### config.mk
export PLATFORM = sky130hd
export DESIGN_NAME = ilv_recur_acc
export DESIGN_NICKNAME = d
export VERILOG_FILES = /design/src/rtl/ilv_recur_pkg.sv /design/src/rtl/ilv_delay.sv /design/src/rtl/ilv_slot_seq.sv /design/src/rtl/ilv_add_sat.sv /design/src/rtl/ilv_mul_rnd.sv /design/src/rtl/ilv_recur_acc.sv
export SDC_FILE = /design/constraint.sdc
export NUM_CORES = 1
export LEC_CHECK = 0
export ABC_AREA = 1
export BUFFER_PORTS_ARGS = -buffer_cell sky130_fd_sc_hd__buf_2
export CAP_MARGIN = 25
export CORE_MARGIN = 5
export CORE_UTILIZATION = 35
export CTS_CLUSTER_SIZE = 25
export DETAILED_ROUTE_END_ITERATION = 6
export PLACE_DENSITY = 0.47
export SYNTH_ARGS = -nofsm -noshare
export SYNTH_HDL_FRONTEND = slang
export SYNTH_SLANG_ARGS = --single-unit
export TNS_END_PERCENT = 30
### constraint.sdc
create_clock -name clk_i -period 13.3 [get_ports clk_i]
set_input_delay 0.665 -clock clk_i [delete_from_list [all_inputs] [get_ports clk_i]]
set_output_delay 0.665 -clock clk_i [all_outputs]
set_load 0.03 [all_outputs]
### src/rtl/ilv_recur_pkg.sv
package ilv_recur_pkg;

  // signed clamp of a wide value to a w-bit two's complement range
  function automatic longint clamp_w(input longint v, input int w);
    longint hi;
    longint lo;
    hi = (longint'(1) <<< (w - 1)) - 1;
    lo = -(longint'(1) <<< (w - 1));
    if (v > hi) return hi;
    if (v < lo) return lo;
    return v;
  endfunction

endpackage

### src/rtl/ilv_delay.sv
module ilv_delay #(
  parameter int W = 16,
  parameter int D = 1
) (
  input  logic         clk_i,
  input  logic         rst_ni,
  input  logic         en_i,
  input  logic [W-1:0] d_i,
  output logic [W-1:0] q_o
);
  if (D == 0) begin : g_pass
    assign q_o = d_i;
  end else begin : g_regs
    logic [W-1:0] r_q [D];
    always_ff @(posedge clk_i or negedge rst_ni) begin
      if (!rst_ni) begin
        for (int i = 0; i < D; i++) r_q[i] <= '0;
      end else if (en_i) begin
        r_q[0] <= d_i;
        for (int i = 1; i < D; i++) r_q[i] <= r_q[i-1];
      end
    end
    assign q_o = r_q[D-1];
  end
endmodule

### src/rtl/ilv_slot_seq.sv
module ilv_slot_seq #(
  parameter int N_STREAMS = 16,
  localparam int IdxW = $clog2(N_STREAMS)
) (
  input  logic            clk_i,
  input  logic            rst_ni,
  input  logic            valid_i,
  input  logic [IdxW-1:0] stream_i,
  output logic            valid_o,
  output logic [IdxW-1:0] stream_o,
  output logic            seq_err_o
);
  localparam logic [IdxW-1:0] LastSlot = IdxW'(N_STREAMS - 1);

  logic [IdxW-1:0] slot_q;

  always_ff @(posedge clk_i or negedge rst_ni) begin
    if (!rst_ni) begin
      slot_q    <= '0;
      valid_o   <= 1'b0;
      stream_o  <= '0;
      seq_err_o <= 1'b0;
    end else begin
      valid_o   <= valid_i;
      seq_err_o <= valid_i && (stream_i != slot_q);
      if (valid_i) begin
        stream_o <= slot_q;
        slot_q   <= (slot_q == LastSlot) ? '0 : slot_q + 1'b1;
      end
    end
  end
endmodule

### src/rtl/ilv_add_sat.sv
module ilv_add_sat #(
  parameter int DATA_W = 16
) (
  input  logic              clk_i,
  input  logic              rst_ni,
  input  logic              en_i,
  input  logic [DATA_W-1:0] x_i,
  input  logic [DATA_W-1:0] fb_i,
  output logic [DATA_W-1:0] sum_o
);
  import ilv_recur_pkg::*;

  logic [DATA_W-1:0] sum_d;

  always_comb begin
    longint s;
    s = longint'($signed(x_i)) + longint'($signed(fb_i));
    sum_d = DATA_W'(clamp_w(s, DATA_W));
  end

  always_ff @(posedge clk_i or negedge rst_ni) begin
    if (!rst_ni)   sum_o <= '0;
    else if (en_i) sum_o <= sum_d;
  end
endmodule

### src/rtl/ilv_mul_rnd.sv
module ilv_mul_rnd #(
  parameter int DATA_W    = 16,
  parameter int COEF_W    = 16,
  parameter int COEF_FRAC = 14,
  parameter int LAT       = 2
) (
  input  logic              clk_i,
  input  logic              rst_ni,
  input  logic              en_i,
  input  logic [DATA_W-1:0] y_i,
  input  logic [COEF_W-1:0] coef_i,
  output logic [DATA_W-1:0] p_o
);
  import ilv_recur_pkg::*;

  localparam longint Half = longint'(1) <<< (COEF_FRAC - 1);

  logic [DATA_W-1:0] p_d;
  logic [DATA_W-1:0] p_q;

  always_comb begin
    longint p;
    p   = longint'($signed(y_i)) * longint'($signed(coef_i));
    p   = (p + Half) >>> COEF_FRAC;
    p_d = DATA_W'(clamp_w(p, DATA_W));
  end

  always_ff @(posedge clk_i or negedge rst_ni) begin
    if (!rst_ni)   p_q <= '0;
    else if (en_i) p_q <= p_d;
  end

  // remaining multiplier stages as retiming registers
  ilv_delay #(.W(DATA_W), .D(LAT - 1)) u_tail (
    .clk_i (clk_i),
    .rst_ni(rst_ni),
    .en_i  (en_i),
    .d_i   (p_q),
    .q_o   (p_o)
  );
endmodule

### src/rtl/ilv_recur_acc.sv
module ilv_recur_acc #(
  parameter int N_STREAMS = 16,
  parameter int DATA_W    = 16,
  parameter int COEF_W    = 16,
  parameter int COEF_FRAC = 14,
  parameter int ADD_LAT   = 1,
  parameter int MUL_LAT   = 2,
  localparam int IdxW     = $clog2(N_STREAMS)
) (
  input  logic              clk_i,
  input  logic              rst_ni,
  input  logic              valid_i,
  input  logic [IdxW-1:0]   stream_i,
  input  logic [DATA_W-1:0] x_i,
  input  logic [COEF_W-1:0] coef_i,
  output logic              valid_o,
  output logic [IdxW-1:0]   stream_o,
  output logic [DATA_W-1:0] y_o,
  output logic              seq_err_o
);
  // padding so the loop holds exactly one register per stream
  localparam int BalLat = N_STREAMS - ADD_LAT - MUL_LAT;

  logic [DATA_W-1:0] sum_q;
  logic [DATA_W-1:0] add_tail;
  logic [DATA_W-1:0] y_tail;
  logic [DATA_W-1:0] fb;

  ilv_slot_seq #(.N_STREAMS(N_STREAMS)) u_seq (
    .clk_i    (clk_i),
    .rst_ni   (rst_ni),
    .valid_i  (valid_i),
    .stream_i (stream_i),
    .valid_o  (valid_o),
    .stream_o (stream_o),
    .seq_err_o(seq_err_o)
  );

  ilv_add_sat #(.DATA_W(DATA_W)) u_add (
    .clk_i (clk_i),
    .rst_ni(rst_ni),
    .en_i  (valid_i),
    .x_i   (x_i),
    .fb_i  (fb),
    .sum_o (sum_q)
  );

  ilv_delay #(.W(DATA_W), .D(ADD_LAT - 1)) u_add_tail (
    .clk_i (clk_i),
    .rst_ni(rst_ni),
    .en_i  (valid_i),
    .d_i   (sum_q),
    .q_o   (add_tail)
  );

  ilv_delay #(.W(DATA_W), .D(BalLat)) u_bal (
    .clk_i (clk_i),
    .rst_ni(rst_ni),
    .en_i  (valid_i),
    .d_i   (add_tail),
    .q_o   (y_tail)
  );

  ilv_mul_rnd #(
    .DATA_W   (DATA_W),
    .COEF_W   (COEF_W),
    .COEF_FRAC(COEF_FRAC),
    .LAT      (MUL_LAT)
  ) u_mul (
    .clk_i (clk_i),
    .rst_ni(rst_ni),
    .en_i  (valid_i),
    .y_i   (y_tail),
    .coef_i(coef_i),
    .p_o   (fb)
  );

  assign y_o = sum_q;
endmodule

# Word level (Yosys, flattened, before mapping)
# Index checks and enable logic that the tools add are counted.
word_totals:
  n_memories: 0
  output_inout_bits: 22
  ram_bits: 0
  latchBits: 0
  reg_bits: 266
  romBits: 0
  wordCells: 46
classes:
  mux: 15
  order_cmp: 4
  shift: 0
  div_mod_pow: 0
  multipliers: 1
  eq_ne: 2
  n_reduce_logical: 1
  n_addsub: 3
  bitwise: 0
ops:
  columns: ["cell", "count"]
  rows:
  - ["16-bit two-way mux", 6]
  - ["50-bit by 16-bit greater-than comparator with 1-bit output, second input constant", 1]
  - ["50-bit by 16-bit < comparator with 1-bit output, second input constant", 1]
  - ["32-bit by 15-bit adder with 33-bit output, second input constant", 1]
  - ["16-bit by 16-bit multiplier with 32-bit output", 1]
  - ["15-bit two-way mux", 2]
  - ["16-bit by 16-bit adder with 17-bit output", 1]
  - ["17-bit by 16-bit greater-than comparator with 1-bit output, second input constant", 1]
  - ["17-bit by 16-bit < comparator with 1-bit output, second input constant", 1]
  - ["1-bit two-way mux", 6]
  - ["4-bit by 1-bit adder with 4-bit output, second input constant", 1]
  - ["4-bit == test, second input constant", 1]
  - ["4-bit two-way mux", 1]
  - ["4-bit != test", 1]
  - ["1-bit logical AND", 1]

# Logic depth before layout (Yosys ltp)
# Gate-level depths: netlist of the first run.
logic_depth:
  depth_word: 7
  ltp_mapped: 34
  mapped_depth_nobuf: 31

# Modules after synthesis
# A second synthesis of the first run with hierarchy kept.
unflattened:
  cells_unflattened: 2801
  hier_area_um2: 22238.8
modules_own_cells:
  columns: ["mod", "area_per_inst_um2", "seq_area_each_um2", "cells_per_inst", "n_inst"]
  rows:
  - ["ilv_mul_rnd", 11417.2, 400.4, 1513, 1]
  - ["ilv_delay (u_bal)", 7913.8, 5205.0, 894, 1]
  - ["ilv_add_sat", 1682.9, 400.4, 253, 1]
  - ["ilv_delay (u_mul.u_tail)", 644.4, 400.4, 68, 1]
  - ["ilv_slot_seq", 460.4, 250.2, 57, 1]
  - ["ilv_delay (u_add_tail)", 120.1, 0.0, 16, 1]

# Worst setup path after synthesis of the first run
# Ideal clock, no wire load.
synth_path:
  path_type: "input port to flip-flop"
  startpoint: "input coef_i[7]"
  endpoint: "register u_mul.p_q[10]"
  stages: 29
  setup_time_ps: 116
  required_ps: 13184
  slack_ps: 7024
  t_arrival_ps: 6160
  n_path_buf: 3
  cell_sequence: "clkbuf_1 > clkbuf_1 > nand2_1 > fa_1 > inv_1 > fa_1 > inv_1 > fa_1 > inv_1 > fa_1 > fa_1 > inv_1 > fa_1 > inv_1 > ha_1 > nand2_1 > nor4_2 > nand2_1 > nand2_2 > nand2_1 > nand2_1 > nand2_1 > nand2_2 > nand3b_2 > nand2_2 > buf_6 > nand2_1 > nand2_1 > nand2_1"
synth_via:
  elab_chain_len: 7
  elab_cells_between_ends: 11
  classes_between: "1 x add/sub; 1 x mul; 2 x order compare; 7 x mux"
synth_lines:
  columns: ["element", "line_no", "rtl"]
  rows:
  - ["start, declared", "ilv_recur_acc.sv:15", "input logic [COEF_W-1:0] coef_i,"]
  - ["16-bit by 16-bit multiplier with 32-bit output (*)", "ilv_mul_rnd.sv:23", "p = longint'($signed(y_i)) * longint'($signed(coef_i));"]
  - ["32-bit by 15-bit adder with 33-bit output (*)", "ilv_mul_rnd.sv:24", "p = (p + Half) >>> COEF_FRAC;"]
  - ["50-bit by 16-bit greater-than comparator with 1-bit output or 50-bit by 16-bit < comparator with 1-bit output (tied branches)", "ilv_recur_pkg.sv:9, ilv_recur_pkg.sv:10", null]
  - ["15-bit two-way mux or 1-bit two-way mux (tied branches)", "ilv_recur_pkg.sv:9, ilv_recur_pkg.sv:10", null]
  - ["16-bit two-way mux or 1-bit two-way mux (tied branches)", "ilv_recur_pkg.sv:10", "if (v < lo) return lo;"]
  - ["16-bit two-way mux", "ilv_recur_pkg.sv:11", "return v;"]
  - ["16-bit two-way mux (*)", "ilv_recur_pkg.sv:10", null]
  - ["end signal, assigned", "ilv_mul_rnd.sv:30", "else if (en_i) p_q <= p_d;"]
  - ["end, declared", "ilv_mul_rnd.sv:19", "logic [DATA_W-1:0] p_q;"]
# Every way passes the cells marked *; elsewhere a longest branch is shown, timed or not. The select of a mux whose other input is x is not followed.
# A chain may end at the register's enable or synchronous reset.

# Final worst setup path of the first run
layout_path:
  startpoint: "register u_bal.g_regs.r_q, in the netlist u_bal.q_o[15]"
  endpoint: "register u_mul.p_q[3]"
layout_via:
  elab_chain_len: 7
  elab_cells_between_ends: 11
  classes_between: "1 x add/sub; 1 x mul; 2 x order compare; 7 x mux"
layout_lines:
  columns: ["element", "line_no", "rtl"]
  rows:
  - ["start, declared", "ilv_delay.sv:14", "logic [W-1:0] r_q [D];"]
  - ["16-bit by 16-bit multiplier with 32-bit output (*)", "ilv_mul_rnd.sv:23", null]
  - ["32-bit by 15-bit adder with 33-bit output (*)", "ilv_mul_rnd.sv:24", null]
  - ["50-bit by 16-bit greater-than comparator with 1-bit output or 50-bit by 16-bit < comparator with 1-bit output (tied branches)", "ilv_recur_pkg.sv:9, ilv_recur_pkg.sv:10", null]
  - ["15-bit two-way mux or 1-bit two-way mux (tied branches)", "ilv_recur_pkg.sv:9, ilv_recur_pkg.sv:10", null]
  - ["16-bit two-way mux or 1-bit two-way mux (tied branches)", "ilv_recur_pkg.sv:10", null]
  - ["16-bit two-way mux", "ilv_recur_pkg.sv:11", null]
  - ["16-bit two-way mux (*)", "ilv_recur_pkg.sv:10", null]
# Marked as above.

==> summary.txt, run 1 <==
Buffers on Ports - 60
critical path arrival - 7.32 ns
XOR/XNOR share of the synthesized area - 1.48%
vias in the first global route - 15998
via/cell ratio - 4.50
setup TNS - 0 ns
worst skew pair latency - 0.54 ns
dominant cells by area after synthesis - dfrtp_1, fa_1, nand2_1
area delta synth->final - 8.34%
H-tree levels - 1
Final period util - 51.5%
multi-input logic area - 0.0120 mm²
first-pass GRT wire length - 85.0 mm
Root Buffer - clkbuf_16
fin util - 38.3%
CTS tree - built
Die Height - 257 µm
Setup violations, final - 0
ys flop type - dfrtp_1
largest net degree at the start of global routing - 144
fin. max-slew vios - 0
sequential share of the synthesized area - 31.2%
Max Buffers Root-to-Sink - 3
CP Launch Type - register
r2r setup slk - 6.45 ns
Gate Count Post-Synth - 2598
io pins - 61
register area - 0.00666 mm²
crit end category - register
FMAX - 146 MHz
1st-pass router iterations - 5
post-synthesis compound-gate area fraction - 6.79%
Die W - 257 µm
FP Rows - 90
Max FO, Critical Path - 17
worst path bufs/invs - 5
mean post-synth cell area - 8.21 µm²
status - complete, no violations
CORE AREA - 0.0604 mm²
mapped cell area - 0.0213 mm²
HP Class - in -> async
largest area contributor in the netlist - dfrtp_1
Routed Antenna Nets - 0
Yosys warning total - 0
clock skew - 0.0106 ns
max cap viols - 0
Reg2Reg Depth - 26
top cell type's share of synthesized area - 31.2%
DR WL/cell - 14.7 µm
Synth Area in Adders - 30.7%
Post-Synth Simple-Gate Area - 17.4%
critical setup path kind - reg -> reg
share of layout cells above drive strength 1 - 4.89%
HPWL after DPL - 38.4 mm
TritonCTS Buffers - 27
grt total ovfl - 0
RSZ-0062 raised after global routing - false
delay-heaviest family, CP - adder cells
Req. time, crit path - 13.78 ns
post_cts resized - 0
Reg2Reg Capture Point - u_mul.p_q[3]
total global-route track usage - 15.4%
number of flops mapped to enable cells by yosys - 0
clock sink count - 266
largest family of logic cells by synthesized area - adder cells
Initial Utilization - 35.4%
fillers - 6274
DRT iter0 DRCs - 853
hold violation total from the final report - 0
crit path time final - 6.85 ns
DR DRC count - 0
cell mode on critical path - nand2_1
die area - 0.0660 mm²
hold_buf cts - 0
Clock Pin Slew Worst Setup and Hold Paths - 0.06 ns
relative slew slack - 33.5%
Syn Nets - 3000
max incr delay on CP - 0.75 ns
post-CTS setup buffer count - 0
number of distinct library cells after synthesis - 40
initial antenna violation count - 0
multiplexer area fraction after synthesis - 0%
Synth async-reset ratio - 100%
slowest library cell on the worst path - fa_1
fin nets - 2979
Seq cells post-synth - 266
Vias - 15222
Placer Congestion - 0.867
R2R Path Start - u_bal.q_o[15]
detailed-route wire length - 49.8 mm
Worst Tran Pin Value - 0.997 ns
[cell families (layout without fill, tap and decap cells)]
logic type / count (synthesis) / count (layout)
flops: 266 / 266
compound gates: 277 / 277
other cells: 0 / 1
fa+ha+maj: 363 / 363
buf+inv: 701 / 700
simple gates: 955 / 955
xor+xnor: 36 / 36
[state kept, by name (all words and copies together), names as in the netlist]
signal / cells
u_bal.g_regs.r_q: 192
u_add.sum_o: 16
u_bal.q_o: 16
u_mul.p_q: 16
u_mul.u_tail.q_o: 16
u_seq.slot_q: 4
u_seq.stream_o: 4
u_seq.seq_err_o: 1
u_seq.valid_o: 1
[layout by cell type (no fill, tap or decap), drive strengths merged]
master / Yosys / layout
o31ai: 1 / 1
dfrtp: 266 / 266
o21bai: 9 / 9
a31oi: 2 / 2
or2: 1 / 1
xor2: 22 / 22
nand3b: 3 / 3
o21a: 1 / 1
ha: 95 / 95
nand3: 26 / 26
xnor2: 14 / 14
nand4: 4 / 4
a211oi: 2 / 2
a21oi: 43 / 43
fa: 268 / 268
nor2: 102 / 102
o21ai: 213 / 213
a21boi: 1 / 1
diode: 0 / 1
inv: 580 / 582
and3: 1 / 1
buf: 10 / 69
a41oi: 1 / 1
clkinv: 1 / 8
clkbuf: 110 / 41
nor3b: 2 / 2
nand2: 806 / 806
a21o: 4 / 4
nor4: 1 / 1
nor3: 9 / 9
[cells in the mapped netlist (all sizes together) (3+ instances only)]
master / n
nand3b: 3
a21oi: 43
nor2: 102
clkbuf: 110
o21ai: 213
buf: 10
nand2: 806
inv: 580
nand3: 26
fa: 268
xor2: 22
xnor2: 14
nand4: 4
dfrtp: 266
o21bai: 9
ha: 95
nor3: 9
a21o: 4
[cell type report]
cell class	count	area share, %
repair buffers	70	1.88
inverters	581	9.45
well taps	782	4.23
flip-flops and latches	266	28.8
diodes	1	0.0108
clock buffers	40	3.39
multi-input cells	1631	52.0
clock inverters	9	0.227
[metrics by stage]
| step | cell area, µm² | hold WS (ns) | setup slack (ns) | cells |
|---|---|---|---|---|
| 6_report | 23100 | 0.249 | 6.45 | 3380 |
| 5_1_grt | 23100 | 0.320 | 5.83 | 3379 |
| 4_1_cts | 23100 | 0.290 | 6.33 | 3377 |
| 3_5_place_dp | 22200 | 0.459 | 6.22 | 3328 |
| 3_3_place_gp | 22200 | 0.457 | 6.29 | 3328 |
| 2_1_floorplan | 21300 | 0.369 | 7.02 | 2598 |
[metal layers]
layer  global-route usage (%)  part of all wire, %  vias up
li1                         -                    -     7546
met1                     22.5                   48     7408
met2                     25.3                   47      213
met3                     1.29                  2.8       55
met4                     3.25                  1.7        0
met5                        0                    0        -
[worst max-delay path by stage]
stage                              from       endpoint  slack [ns]  depth (start not counted)
after floorplan               coef_i[7]  u_mul.p_q[10]        7.02                         29
after global placement        coef_i[1]  u_mul.p_q[13]        6.29                         27
after detailed placement      coef_i[1]  u_mul.p_q[10]        6.22                         27
after CTS                 u_bal.q_o[15]  u_mul.p_q[14]        6.33                         26
after global routing      u_bal.q_o[15]   u_mul.p_q[1]        5.83                         26
final                     u_bal.q_o[15]   u_mul.p_q[3]        6.45                         26
Power of run 1 is not shown: default switching activity piles up to over one toggle a cycle in this logic, so the estimate is an artifact.
==> inputs of run 2 (changes only) <==
--- a/config.mk
+++ b/config.mk
@@ -5,7 +5,7 @@
 export SDC_FILE = /design/constraint.sdc
 export NUM_CORES = 1
 export LEC_CHECK = 0
-export ABC_AREA = 1
+export ABC_AREA = 0
 export BUFFER_PORTS_ARGS = -buffer_cell sky130_fd_sc_hd__buf_2
 export CAP_MARGIN = 25
 export CORE_MARGIN = 5
==> constraint.sdc (replaced) <==
create_clock -name clk_i -period 6.4 [get_ports clk_i]
set_input_delay 0.32 -clock clk_i [delete_from_list [all_inputs] [get_ports clk_i]]
set_output_delay 0.32 -clock clk_i [all_outputs]
set_load 0.03 [all_outputs]
==> run 2 against run 1 <==
  * Final area is 4.9% higher
  * Sequential cell count stayed put
  * Die area fell by 2.4%
  * Clock skew up 0.011 ns
  * Critical path type unchanged
  * Critical endpoint is now u_mul.p_q[2]
==> summary.txt, run 2 <==
Setup violations, final - 0
Vias - 13494
crit end category - register
HP Class - in -> reg
Die Height - 254 µm
via/cell ratio - 4.82
Final period util - 97.7%
number of flops mapped to enable cells by yosys - 0
io pins - 61
sequence of cells on the critical path - and2_4 -> fa_1 -> inv_1 -> fa_1 -> fa_1 -> inv_2 -> fa_1 -> fa_1 -> inv_1 -> fa_1 -> inv_1 -> ha_4 -> nand2_2 -> o311ai_4 -> buf_4 -> and4_4 -> o21ai_2 -> buf_4 -> a21boi_4 -> buf_6 -> nor3_1 -> a211oi_2 -> buf_2 -> o22ai_1
largest net degree at the start of global routing - 187
CTS tree - built
Die W - 254 µm
placed insts - 2730
antenna cells - 0
CP Launch Type - register
FP Rows - 89
cell mode on critical path - fa_1
share of layout cells above drive strength 1 - 27.6%
detailed-route wire length - 48.1 mm
die area - 0.0644 mm²
largest reg by FF count - u_bal.g_regs.r_q
vias in the first global route - 14662
top cell type's share of synthesized area - 32.0%
TritonCTS Buffers - 29
Placer Congestion - 0.821
first-pass GRT wire length - 79.2 mm
clock sink count - 266
Gate Count Post-Synth - 1865
synth cell count leaders - inv_1, fa_1, dfrtp_1
slowest library cell on the worst path - fa_1
count leader, synth - inv_1
Synth async-reset ratio - 100%
largest area contributor in the netlist - dfrtp_1
mean post-synth cell area - 11.2 µm²
mapped cell area - 0.0208 mm²
DRT iter0 DRCs - 620
number of distinct library cells after synthesis - 69
hold violation total from the final report - 0
DR DRC count - 0
fillers - 5738
max FFs per register - 192
FMAX - 160 MHz
Max Buffers Root-to-Sink - 3
sequential share of the synthesized area - 32.0%
CORE AREA - 0.0589 mm²
critical setup path kind - reg -> reg
dominant cells by area after synthesis - dfrtp_1, fa_1, mux2_2
status - complete, no violations
H-tree levels - 1
commonest cells after routing, fill and taps aside - inv_1, fa_1, dfrtp_1
max incr delay on CP - 0.55 ns
max cap viols - 0
area delta synth->final - 16.5%
worst skew pair latency - 0.56 ns
most common cell after layout, fill and taps aside - inv_1
Design Area, Final - 0.0242 mm²
Root Buffer - clkbuf_16
Syn Nets - 2267
initial antenna violation count - 0
fin nets - 2411
fin cells - 2801
Max FO, Critical Path - 6
Yosys warning total - 0
Req. time, crit path - 6.83 ns
Worst Tran Pin Value - 1.05 ns
Initial Utilization - 35.3%
ys flop type - dfrtp_1
total placed instance area - 0.0227 mm²
Clock Pin Slew Worst Setup and Hold Paths - 0.07 ns
HPWL after DPL - 37.8 mm
crit path time final - 6.25 ns
fin. max-slew vios - 0
relative slew slack - 29.7%
Seq cells post-synth - 266
critical path arrival - 6.68 ns
Buffers on Ports - 60
Routed Antenna Nets - 0
clock skew - 0.0214 ns
worst hold margin - 0.0951 ns
DR WL/cell - 17.2 µm
grt total ovfl - 0
1st-pass router iterations - 4
total global-route track usage - 15.2%
-- run 2: changes by cell type in the layout (fill, tap and decap cells not counted), moves of 18 or more --
cell / change
nand2_1: -652
nand3_1: -18
and2_1: +116
inv_1: -271
mux2_2: +228
buf_4: +103
o21ai_0: -185
nor2_1: -37
-- run 2: metal layers --
metal	wire (µm)	vias up	GRT usage, %
li1	-	6270	-
met1	22100	7010	21.4
met2	23900	153	25.9
met3	1230	61	1.51
met4	864	0	3.08
met5	0	-	0
-- run 2: what timing repair did --
item,4_1_cts,5_1_grt
pin swaps,1,39
hold endpoints to repair,112,0
setup endpoints to repair,15,16
setup buffers,0,20
gates cloned,0,1
gates resized for setup,8,102
hold buffers,1,0
-- run 2: through the flow --
step / setup slack (ns) / setup TNS, ns / utilization, %
finish: 0.148 / 0 / 41.2
global route: -0.0516 / -0.490 / 41.2
global placement: -0.0589 / -0.669 / 38.5
floorplan: 0.0482 / 0 / -
detailed placement: -0.174 / -1.94 / 38.5
CTS: 0.000646 / 0 / 40.2
-- run 2: layout make-up --
| type | instances | area, µm² | share of cell area, % |
|---|---|---|---|
| Clock buffer | 39 | 793 | 3.27 |
| Clock inverter | 11 | 166 | 0.686 |
| Inverter | 314 | 1180 | 4.87 |
| Multi-Input combinational cell | 1214 | 13100 | 54.0 |
| Sequential cell | 266 | 6680 | 27.5 |
| Tap cell | 773 | 967 | 3.99 |
| Timing Repair Buffer | 184 | 1370 | 5.63 |
-- run 2: worst max-delay path, delay by kind of cell, from the launching register on --
kind,cells,cell delay [ns]
AOI/OAI and AO/OA,5,0.91
buffers and inverters,8,0.89
and+or+nand+nor,4,0.53
DFF,1,0.46
adders and majority gates,7,3.33
-- run 2: final timing paths --
| check | from | to | slack (ns) | cells past startpoint |
|---|---|---|---|---|
| max in group asynchronous | rst_ni | u_bal.q_o[11] | 4.53 | 3 |
| min in group asynchronous | rst_ni | u_bal.g_regs.r_q[147] | 0.43 | 2 |
| min reg2reg | u_bal.g_regs.r_q[154] | u_bal.g_regs.r_q[138] | 0.50 | 1 |
| max reg2reg | u_bal.q_o[7] | u_mul.p_q[2] | 0.15 | 24 |
| min | stream_i[3] | u_seq.seq_err_o | 0.1 | 3 |
| max | u_bal.q_o[7] | u_mul.p_q[2] | 0.15 | 24 |
-- run 2: kinds of logic after synthesis --
logic type / Yosys count / share of synthesized area [%]
simple gates: 416 / 9.92
buf+inv: 385 / 7.03
fa+ha+maj: 363 / 31.5
flops: 266 / 32.0
mux: 230 / 12.4
compound gates: 173 / 5.78
xor+xnor: 32 / 1.35
Power of run 2 is left out for the same reason.
